File: config.mk
export PLATFORM = sky130hd
export DESIGN_NAME = baud_pair_gen
export DESIGN_NICKNAME = d
export VERILOG_FILES = /design/src/rtl/baud_pkg.sv /design/src/rtl/rate_latch.sv /design/src/rtl/rate_divider.sv /design/src/rtl/baud_pair_gen.sv
export SDC_FILE = /design/constraint.sdc
export NUM_CORES = 1
export LEC_CHECK = 0
export BUFFER_PORTS_ARGS = -buffer_cell sky130_fd_sc_hd__buf_2
export CELL_PAD_IN_SITES_DETAIL_PLACEMENT = 1
export CELL_PAD_IN_SITES_GLOBAL_PLACEMENT = 1
export CORE_ASPECT_RATIO = 1.75
export CORE_MARGIN = 4
export CORE_UTILIZATION = 45
export DETAILED_ROUTE_END_ITERATION = 6
export PLACE_DENSITY = 0.77
export SYNTH_ARGS = -nofsm -noshare
export SYNTH_HDL_FRONTEND = slang
export SYNTH_SLANG_ARGS = --single-unit
File: constraint.sdc
create_clock -name clk -period 6.2 [get_ports clk]
set_input_delay 0.62 -clock clk [delete_from_list [all_inputs] [get_ports clk]]
set_output_delay 0.62 -clock clk [all_outputs]
set_load 0.01 [all_outputs]
File: src/rtl/baud_pkg.sv
package baud_pkg;

    localparam int unsigned SEL_W    = 4;
    localparam int unsigned NUM_SECT = 2;
    localparam int unsigned MAX_DIV  = 6336;
    localparam int unsigned CNT_W    = $clog2(MAX_DIV);

    typedef logic [SEL_W-1:0] sel_t;
    typedef logic [CNT_W-1:0] cnt_t;

    typedef struct packed {
        cnt_t cnt;
        logic tick;
    } div_state_t;

    // Division ratio for each rate select code, 5.0688 MHz reference.
    function automatic int unsigned rate_ratio(input sel_t code);
        int unsigned r;
        case (code)
            4'd0:    r = 6336;
            4'd1:    r = 4224;
            4'd2:    r = 2880;
            4'd3:    r = 2355;
            4'd4:    r = 2112;
            4'd5:    r = 1056;
            4'd6:    r = 528;
            4'd7:    r = 264;
            4'd8:    r = 176;
            4'd9:    r = 158;
            4'd10:   r = 132;
            4'd11:   r = 88;
            4'd12:   r = 66;
            4'd13:   r = 44;
            4'd14:   r = 33;
            default: r = 16;
        endcase
        return r;
    endfunction

    // Counter start value: a down count from ratio-1 to 0 spans ratio cycles.
    function automatic cnt_t reload_value(input sel_t code);
        return cnt_t'(rate_ratio(code) - 1);
    endfunction

endpackage

File: src/rtl/rate_latch.sv
module rate_latch
    import baud_pkg::*;
(
    input  logic clk,
    input  logic rst,
    input  logic stb_i,
    input  sel_t code_i,
    output sel_t sel_o
);

    sel_t sel_d, sel_q;

    always_comb begin
        sel_d = sel_q;
        if (rst) begin
            sel_d = '0;
        end else if (stb_i) begin
            sel_d = code_i;
        end
    end

    always_ff @(posedge clk) begin
        sel_q <= sel_d;
    end

    assign sel_o = sel_q;

endmodule

File: src/rtl/rate_divider.sv
module rate_divider
    import baud_pkg::*;
(
    input  logic clk,
    input  logic rst,
    input  sel_t sel_i,
    output logic tick_o,
    output cnt_t cnt_o
);

    div_state_t st_d, st_q;

    always_comb begin
        st_d      = st_q;
        st_d.tick = 1'b0;
        if (rst) begin
            st_d = '0;
        end else if (st_q.cnt == '0) begin
            st_d.cnt  = reload_value(sel_i);
            st_d.tick = 1'b1;
        end else begin
            st_d.cnt = st_q.cnt - 1'b1;
        end
    end

    always_ff @(posedge clk) begin
        st_q <= st_d;
    end

    assign tick_o = st_q.tick;
    assign cnt_o  = st_q.cnt;

endmodule

File: src/rtl/baud_pair_gen.sv
module baud_pair_gen
    import baud_pkg::*;
(
    input  logic       clk,
    input  logic       rst,
    input  logic [3:0] tx_addr,
    input  logic       tx_stb,
    input  logic [3:0] rx_addr,
    input  logic       rx_stb,
    output logic       tx_tick,
    output logic       rx_tick
);

    localparam int unsigned TX = 0;
    localparam int unsigned RX = 1;

    logic [NUM_SECT-1:0]            stb_w;
    logic [NUM_SECT-1:0][SEL_W-1:0] code_w;
    logic [NUM_SECT-1:0][SEL_W-1:0] sel_w;
    logic [NUM_SECT-1:0][CNT_W-1:0] cnt_w;
    logic [NUM_SECT-1:0]            tick_w;

    assign stb_w[TX]  = tx_stb;
    assign stb_w[RX]  = rx_stb;
    assign code_w[TX] = tx_addr;
    assign code_w[RX] = rx_addr;

    for (genvar g = 0; g < NUM_SECT; g++) begin : g_sect
        rate_latch u_latch (
            .clk    (clk),
            .rst    (rst),
            .stb_i  (stb_w[g]),
            .code_i (code_w[g]),
            .sel_o  (sel_w[g])
        );

        rate_divider u_div (
            .clk    (clk),
            .rst    (rst),
            .sel_i  (sel_w[g]),
            .tick_o (tick_w[g]),
            .cnt_o  (cnt_w[g])
        );
    end

    assign tx_tick = tick_w[TX];
    assign rx_tick = tick_w[RX];

endmodule

==> summary.md, run 1 <==
| Metric | Value |
|---|---|
| Status | `finished clean` |
| Layout Skew | `between 0.005 and 0.006 ns` |
| Wire length per cell | `18.4 µm` |
| FILL cells | `807` |
| Wirelength, routed | `8.26 mm` |
| Routed Antenna Nets | `0` |
| Port Buffers | `13` |
| Routability-driven placement congestion ratio | `0.886` |
| Synth unique cells | `53` |
| Relative slew margins | `0.208` |
| Post_cts resized | `0` |
| Layout cell share with drive strength beyond 1 | `0.117` |
| First-pass GRT wire length | `about 14 mm` |
| Min-delay worst type | `flop to flop` |
| Post-Syn Instances | `353` |
| Count leader, synth | `dfxtp_1` |
| Initial antenna violation count | `0` |
| Clock Latency Late Sink | `around 0.33 ns` |
| CP Max Fanout | `14` |
| Area of the multi-input gates | `approximately 1700 µm²` |
| Worst endpoint required time | `between 6 and 7 ns` |
| Startpoint types | `flop` |
| Setup_tns | `0 ns` |
| Post-CTS Setup Inserts | `0` |
| RSZ-0062 raised after global routing | `false` |
| Post-synth net total | `375` |
| Number of global-route vias before repair | `~2900` |
| Area growth syn-to-layout | `13.7%` |
| Max Clk Rate | `roughly 370 MHz` |
| Sequential area share after synthesis | `0.412` |
| Initial Utilization | `0.460` |
| All-Layer GR Usage | `0.224` |
| VDD IR max | `0.211 mV` |
| # DRC | `0` |
| Die X-Extent | `69.8 µm` |
| Total power | `1.65 mW` |
| Yosys warns | `0` |
| Post-synth top cells | `dfxtp_1, nor2_1, a21oi_1` |
| Final Cycle Share | `0.432` |
| Mapped Area | `approximately 3000 µm²` |
| Predominant post-synthesis flop cell | `dfxtp_1` |
| Min Tclk post-route | `~2.7 ns` |
| Synth async-reset ratio | `0` |
| Reg2reg setup slack | `between 3 and 4 ns` |
| DPL Wire Length | `about 6.3 mm` |
| Vias | `between 2000 and 3000` |
| Syn_area_per_cell | `about 8.5 µm²` |
| Rows | `39` |
| Class of the most critical setup path | `flop to flop` |
| CTS Buffer Depth | `2` |
| CTS H-tree lvls | `3` |
| Pleak | `1.38 nW` |
| Largest net degree at the start of global routing | `37` |
| Critical path endpoint category | `flop` |
| Number of diodes | `0` |
| Root Driver | `clkbuf_16` |
| GRT Residual Overflow | `0` |
| Yosys top cell by area | `dfxtp_1` |
| Vias per inst | `about 6.0` |
| CTS tree | `yes` |
| Final hold vios | `0` |
| CP arrival | `2.93 ns` |
| Die span in y | `roughly 120 µm` |
| DRT Pass-1 Iters | `4` |
| Fin nets | `384` |
| Top Ports | `14` |
| Clock Sinks | `62` |
| Top-area cell type share of the netlist area | `0.412` |
| CTS Hold Bufs | `0` |
| Top cells by area, synth | `dfxtp_1, nor2_1, a21oi_1` |
| Die ar. | `8110 µm²` |
| Pwr dens | `482 nW/µm²` |
| Slew @ Worst Pin | `1.18 ns` |
| Seq cells post-synth | `62` |
| Core Region | `6540 µm²` |
| CTS clock-pin slew for the worst setup and hold paths | `approximately 0.05 ns` |
| EDFF count, synth | `0` |
| Initial DRC Count | `roughly 140` |
| CTS buffer count | `9` |
| Register area | `roughly 1200 µm²` |
| Final setup vio count | `0` |
| Final Slew Violations | `0` |
| Max Cap Violations | `0` |
[metrics by stage]
step           setup WS, ns  cells   util  hold WS, ns  instance area [µm²]
2_1_floorplan          3.95    353      -        0.456                 3010
3_3_place_gp           3.67    433  0.477        0.472                 3120
3_5_place_dp           3.56    433  0.477        0.494                 3120
4_1_cts                3.55    449  0.524        0.506                 3420
5_1_grt                3.28    449  0.524        0.562                 3420
6_report               3.52    449  0.524        0.497                 3420
[critical path: stages, from the launching register on]
cell	delay, ns
dfxtp_1	0.33
nor4_1	0.76
and4_1	0.60
a21oi_1	0.16
ha_1	0.24
and2_1	0.17
a31o_2	0.20
a21oi_1	0.13
[layer usage]
metal / vias to the layer above / wire length [µm] / track usage
met4: 0 / 432 / 0.179
met1: 1304 / 2940 / 0.199
li1: 1307 / - / -
met5: - / 0 / 0
met3: 33 / 138 / 0.0310
met2: 43 / 4750 / 0.442
[cell type report]
cell class | count | area share
well taps | 82 | 0.0300
clock inverters | 3 | 0.0124
repair buffers | 13 | 0.0190
flip-flops and latches | 62 | 0.363
multi-input cells | 264 | 0.487
inverters | 12 | 0.0132
clock buffers | 13 | 0.0760
[power breakdown]
group / internal [mW] / leakage, nW / switching, mW
combinational: 0.229 / 0.721 / 0.344
sequential: 0.480 / 0.511 / 0.0915
clock: 0.332 / 0.146 / 0.172
[cells by family (layout without fill, tap and decap cells)]
family / count (synthesis) / in the layout / share of synthesized area
AND/OR/NAND/NOR: 138 / 138 / 0.231
AO/OA/AOI/OAI: 94 / 94 / 0.211
flip-flops: 62 / 62 / 0.412
buffers and inverters: 27 / 41 / 0.0341
multiplexers: 15 / 15 / 0.0499
adder cells (fa/ha/maj): 10 / 10 / 0.0416
XOR/XNOR: 7 / 7 / 0.0204
[worst paths after layout]
check                                          startpoint                                       to  cells after the start
hold / removal    g_sect[0].u_latch.sel_o[1]$_SDFFE_PP0P_  g_sect[0].u_latch.sel_o[1]$_SDFFE_PP0P_                      2
hold reg to reg   g_sect[0].u_latch.sel_o[1]$_SDFFE_PP0P_  g_sect[0].u_latch.sel_o[1]$_SDFFE_PP0P_                      2
setup / recovery      g_sect[1].u_div.cnt_o[9]$_SDFF_PP0_      g_sect[1].u_div.cnt_o[8]$_SDFF_PP0_                      7
setup reg to reg      g_sect[1].u_div.cnt_o[9]$_SDFF_PP0_      g_sect[1].u_div.cnt_o[8]$_SDFF_PP0_                      7
[cell usage in the layout, fill, tap and decap left out, types with 4 or more instances in the layout]
| cell type | instances |
|---|---|
| inv_1 | 11 |
| dfxtp_1 | 62 |
| mux2i_1 | 15 |
| nor4_1 | 8 |
| buf_2 | 13 |
| nor3_1 | 20 |
| nor2b_1 | 4 |
| nand2_1 | 17 |
| o21a_1 | 4 |
| o21ai_0 | 17 |
| or3_1 | 7 |
| a21oi_1 | 32 |
| xnor2_1 | 5 |
| or2_2 | 9 |
| nand3_1 | 8 |
| ha_1 | 10 |
| clkbuf_16 | 9 |
| or4_1 | 4 |
| nor2_1 | 43 |
| and2_1 | 4 |
| nand4_1 | 5 |
| a211oi_1 | 6 |
Note: power is estimated with default switching activity, not from simulation.
==> run 2, diff against run 1 <==
==> constraint.sdc (replaced) <==
create_clock -name clk -period 2.8 [get_ports clk]
set_input_delay 0.28 -clock clk [delete_from_list [all_inputs] [get_ports clk]]
set_output_delay 0.28 -clock clk [all_outputs]
set_load 0.01 [all_outputs]
==> summary.md, run 2 (synthesis gave the netlist of run 1 again) <==
| Metric | Value |
|---|---|
| DRT Pass-1 Iters | `5` |
| Sw Ratio | `0.362` |
| Fin util | `0.536` |
| Inst Count DP | `around 440` |
| Initial antenna violation count | `0` |
| Die ar. | `just over 8000 µm²` |
| Routability-driven placement congestion ratio | `approximately 0.9` |
| Pleak | `1.43 nW` |
| Dpl ws | `around 0.48 ns` |
| FILL cells | `approximately 800` |
| Setup_tns | `0 ns` |
| CTS buffer count | `9` |
| CP Max Fanout | `7` |
| CTS clock-pin slew for the worst setup and hold paths | `approximately 0.06 ns` |
| CTS H-tree lvls | `3` |
| Most common cell after layout, fill and taps aside | `dfxtp_1` |
| Layout cell share with drive strength beyond 1 | `0.139` |
| Port Buffers | `13` |
| VDD IR max | `roughly 0.6 mV` |
| Worst reg-to-reg path cell count | `8` |
| All-Layer GR Usage | `0.226` |
| CP arrival | `2.63 ns` |
| Int Pwr | `approximately 2.4 mW` |
| Most frequent cells in the layout | `dfxtp_1, nor2_1, a21oi_1` |
| Min-delay worst type | `input pin to flop` |
| Startpoint types | `flop` |
| Largest net degree at the start of global routing | `24` |
| Relative slew margins | `0.298` |
| Rows | `39` |
| Wirelength, routed | `8.39 mm` |
| Status | `finished clean` |
| Critical path endpoint category | `flop` |
| CTS Hold Bufs | `0` |
| CTS Buffer Depth | `2` |
| Die X-Extent | `~70 µm` |
| Min Tclk post-route | `between 2 and 2.5 ns` |
| Sw Pwr | `between 1 and 1.5 mW` |
| Root Driver | `clkbuf_16` |
| Gate power share | `0.356` |
| Core Region | `between 6000 and 7000 µm²` |
| Die span in y | `approximately 120 µm` |
| Final Cycle Share | `0.845` |
| Pwr dens | `1090 nW/µm²` |
| Post_cts resized | `0` |
| First-pass GRT wire length | `roughly 14 mm` |
| Wire length per cell | `between 15 and 20 µm` |
| Layout Skew | `just over 0.006 ns` |
| Clock Latency Late Sink | `0.33 ns` |
| CTS tree | `yes` |
| Clk pwr share | `0.315` |
| Number of global-route vias before repair | `a little over 3000` |
| Slew @ Worst Pin | `1.05 ns` |
| Max Clk Rate | `around 420 MHz` |
| Top Ports | `14` |
| Class of the most critical setup path | `flop to flop` |
| Initial DRC Count | `between 80 and 90` |
| Vias | `2745` |
| Fin nets | `~400` |
| Worst endpoint required time | `3.06 ns` |
| # DRC | `0` |
| Number of diodes | `0` |
| Hold depth | `3` |
| GRT Residual Overflow | `0` |
| Clock Sinks | `62` |
| Initial Utilization | `0.460` |
| Fin cells | `457` |
| Vias per inst | `between 6 and 7` |
| Final hold vios | `0` |
| DPL Wire Length | `about 6.2 mm` |
| Area growth syn-to-layout | `16.4%` |
| Flop pwr share | `0.329` |
| Worst setup margin | `around 0.43 ns` |
| Routed Antenna Nets | `0` |
| Final setup vio count | `0` |
| RSZ-0062 raised after global routing | `false` |
| Post-CTS Setup Inserts | `0` |
| Max Cap Violations | `0` |
| Final Slew Violations | `0` |
## run 2: final timing paths
kind,startpoint,end,slack (ns)
hold reg to reg,g_sect[0].u_latch.sel_o[1]$_SDFFE_PP0P_,g_sect[0].u_latch.sel_o[1]$_SDFFE_PP0P_,0.50
hold / removal,tx_addr[1],g_sect[0].u_latch.sel_o[1]$_SDFFE_PP0P_,0.22
setup reg to reg,g_sect[0].u_div.cnt_o[3]$_SDFF_PP0_,g_sect[0].u_div.cnt_o[10]$_SDFF_PP0_,0.43
setup / recovery,g_sect[0].u_div.cnt_o[3]$_SDFF_PP0_,g_sect[0].u_div.cnt_o[10]$_SDFF_PP0_,0.43
## run 2: metal layers
| metal | GRT usage | vias up | routed length [µm] |
|---|---|---|---|
| li1 | - | 1327 | - |
| met1 | 0.195 | 1329 | 2900 |
| met2 | 0.437 | 49 | 4790 |
| met3 | 0.0525 | 40 | 169 |
| met4 | 0.180 | 0 | 533 |
| met5 | 0 | - | 0 |
## run 2: worst max-delay path, cell delays in order (launching register included)
cell and delay [ns]:
dfxtp_1 0.34, nor4_1 0.58, and4_1 0.46, a21oi_1 0.14, ha_1 0.23, nand3_1 0.08
a31o_2 0.18, o311ai_0 0.17, o211ai_1 0.11
## run 2: through the flow
stage                     hold WS, ns  cell area, µm²  total power [mW]
after floorplan                 0.447            3010              2.20
after global placement          0.489            3180              2.55
after detailed placement        0.489            3180              2.60
after CTS                       0.209            3500              3.84
after global routing            0.239            3500              4.07
final                           0.219            3500              3.82
## run 2: layout make-up
type	instances	area (µm²)	area share
Clock inverter	5	81.3	0.0232
Multi-Input combinational cell	264	1670	0.476
Clock buffer	11	243	0.0693
Sequential cell	62	1240	0.354
Tap cell	82	103	0.0293
Timing Repair Buffer	21	125	0.0357
Inverter	12	45.0	0.0129
## run 2: power groups by stage
stage                     combinational, mW  sequential, mW  clock (mW)
after floorplan                       0.994            1.21           0
after global placement                 1.29            1.26           0
after detailed placement               1.34            1.27           0
after CTS                              1.36            1.25        1.23
after global routing                   1.52            1.28        1.27
final                                  1.36            1.26        1.21
==> run 3, diff against run 2 <==
==> constraint.sdc (replaced) <==
create_clock -name clk -period 2.3 [get_ports clk]
set_input_delay 0.23 -clock clk [delete_from_list [all_inputs] [get_ports clk]]
set_output_delay 0.23 -clock clk [all_outputs]
set_load 0.01 [all_outputs]
==> summary.md, run 3 (synthesis gave the netlist of run 1 again) <==
| Metric | Value |
|---|---|
| Most frequent cells in the layout | `dfxtp_1, nor2_1, a21oi_1` |
| Setup_tns | `0 ns` |
| Cell Area, Placed | `approximately 3200 µm²` |
| Initial antenna violation count | `0` |
| Min-delay worst type | `input pin to flop` |
| Port Buffers | `13` |
| Hold depth | `3` |
| Core Region | `around 6500 µm²` |
| Worst setup startpoint | `g_sect[0].u_div.cnt_o[3]$_SDFF_PP0_` |
| Clock Sinks | `62` |
| Class of the most critical setup path | `flop to flop` |
| Wire length per cell | `18.5 µm` |
| Critical R2R Launch | `g_sect[0].u_div.cnt_o[3]$_SDFF_PP0_` |
| CTS tree | `yes` |
| Clock Latency Late Sink | `~0.33 ns` |
| Final hold vios | `0` |
| CTS Hold Bufs | `0` |
| Routability-driven placement congestion ratio | `0.890` |
| Fin nets | `400` |
| Rows | `39` |
| Wirelength, routed | `approximately 8.6 mm` |
| Dpl ws | `~0.11 ns` |
| CP Max Fanout | `5` |
| Hold wc startpoint | `tx_addr[1]` |
| DRT Pass-1 Iters | `4` |
| Die ar. | `roughly 8100 µm²` |
| Root Driver | `clkbuf_16` |
| Layout cell share with drive strength beyond 1 | `0.162` |
| Final Slew Violations | `0` |
| Worst setup margin | `roughly 0.14 ns` |
| Pwr dens | `approximately 1300 nW/µm²` |
| Area growth syn-to-layout | `18.5%` |
| Slew @ Worst Pin | `approximately 1.0 ns` |
| Most common cell after layout, fill and taps aside | `dfxtp_1` |
| Startpoint types | `flop` |
| Kind of cell adding the most delay to the critical path | `simple AND/OR/NAND/NOR gates` |
| Final setup vio count | `0` |
| Max Clk Rate | `464 MHz` |
| Post_cts resized | `0` |
| Worst hold slack | `between 0.15 and 0.2 ns` |
| Number of diodes | `0` |
| Total power | `4.73 mW` |
| Die X-Extent | `~70 µm` |
| Worst path buffer plus inverter count | `0` |
| Max Cap Violations | `0` |
| Vias | `between 2000 and 3000` |
| Worst reg-to-reg path cell count | `5` |
| First-pass GRT wire length | `14.0 mm` |
| DPL Wire Length | `roughly 6.4 mm` |
| Crit-path max cell delay | `about 0.56 ns` |
| CTS Buffer Depth | `2` |
| Largest net degree at the start of global routing | `22` |
| Initial DRC Count | `between 70 and 80` |
| RSZ-0062 raised after global routing | `false` |
| # DRC | `0` |
| Crit-path cells | `or4_4 -> or4_1 -> a211o_1 -> a2111oi_4 -> mux2i_1` |
| Vias per inst | `5.93` |
| CP arrival | `about 2.4 ns` |
| CTS clock-pin slew for the worst setup and hold paths | `0.05 ns` |
| GRT Residual Overflow | `0` |
| Pleak | `about 1.5 nW` |
| Critical path endpoint category | `flop` |
| Worst endpoint required time | `between 2 and 3 ns` |
| CP max-delay cell | `or4_4` |
| Relative slew margins | `0.317` |
| Die span in y | `about 120 µm` |
| VDD IR max | `a little under 0.6 mV` |
| Status | `finished clean` |
| Min Tclk post-route | `2.16 ns` |
| Top Ports | `14` |
| All-Layer GR Usage | `0.226` |
| CTS H-tree lvls | `3` |
| Worst path depth | `5` |
| Layout Skew | `slightly above 0.007 ns` |
| CTS buffer count | `9` |
| Number of global-route vias before repair | `2941` |
| Initial Utilization | `0.460` |
| Final Cycle Share | `0.938` |
| Routed Antenna Nets | `0` |
| Post-CTS Setup Inserts | `0` |
| Design area | `roughly 3600 µm²` |
==> run 3: path summary, 6_finish.rpt <==
path / slack, ns / end
setup / recovery: 0.14 / g_sect[0].u_div.cnt_o[11]$_SDFF_PP0_
setup reg to reg: 0.14 / g_sect[0].u_div.cnt_o[11]$_SDFF_PP0_
hold reg to reg: 0.52 / g_sect[0].u_latch.sel_o[1]$_SDFFE_PP0P_
hold / removal: 0.18 / g_sect[0].u_latch.sel_o[1]$_SDFFE_PP0P_
==> run 3: metrics by stage <==
stage	std cells	util
after floorplan	353	-
after global placement	449	0.496
after detailed placement	449	0.496
after CTS	465	0.544
after global routing	465	0.546
final	465	0.546
==> run 3: final cells by class <==
type	count	area, µm²
sequential	62	1240
multi-input combinational	264	1680
clock buffer	12	246
timing repair buffer	29	185
fill	807	2970
inverter	12	45.0
clock inverter	4	70.1
tap	82	103
==> run 3: routing by layer <==
layer | GRT usage | part of all wire
met2 | 0.432 | 0.56
met5 | 0 | 0
met3 | 0.0543 | 0.025
met1 | 0.196 | 0.34
met4 | 0.180 | 0.074
==> run 3: worst reg2reg max path, stage by stage, from the launching register on <==
cell and delay [ns]:
dfxtp_1 0.35, or4_4 0.56, or4_1 0.48, a211o_1 0.29, a2111oi_4 0.21, mux2i_1 0.20
==> run 3: power breakdown <==
part	switching, mW	leakage, nW	internal (mW)
registers	0.217	0.511	1.30
clock network	0.459	0.157	0.973
logic	1.02	0.802	0.764
total	1.70	1.47	3.03
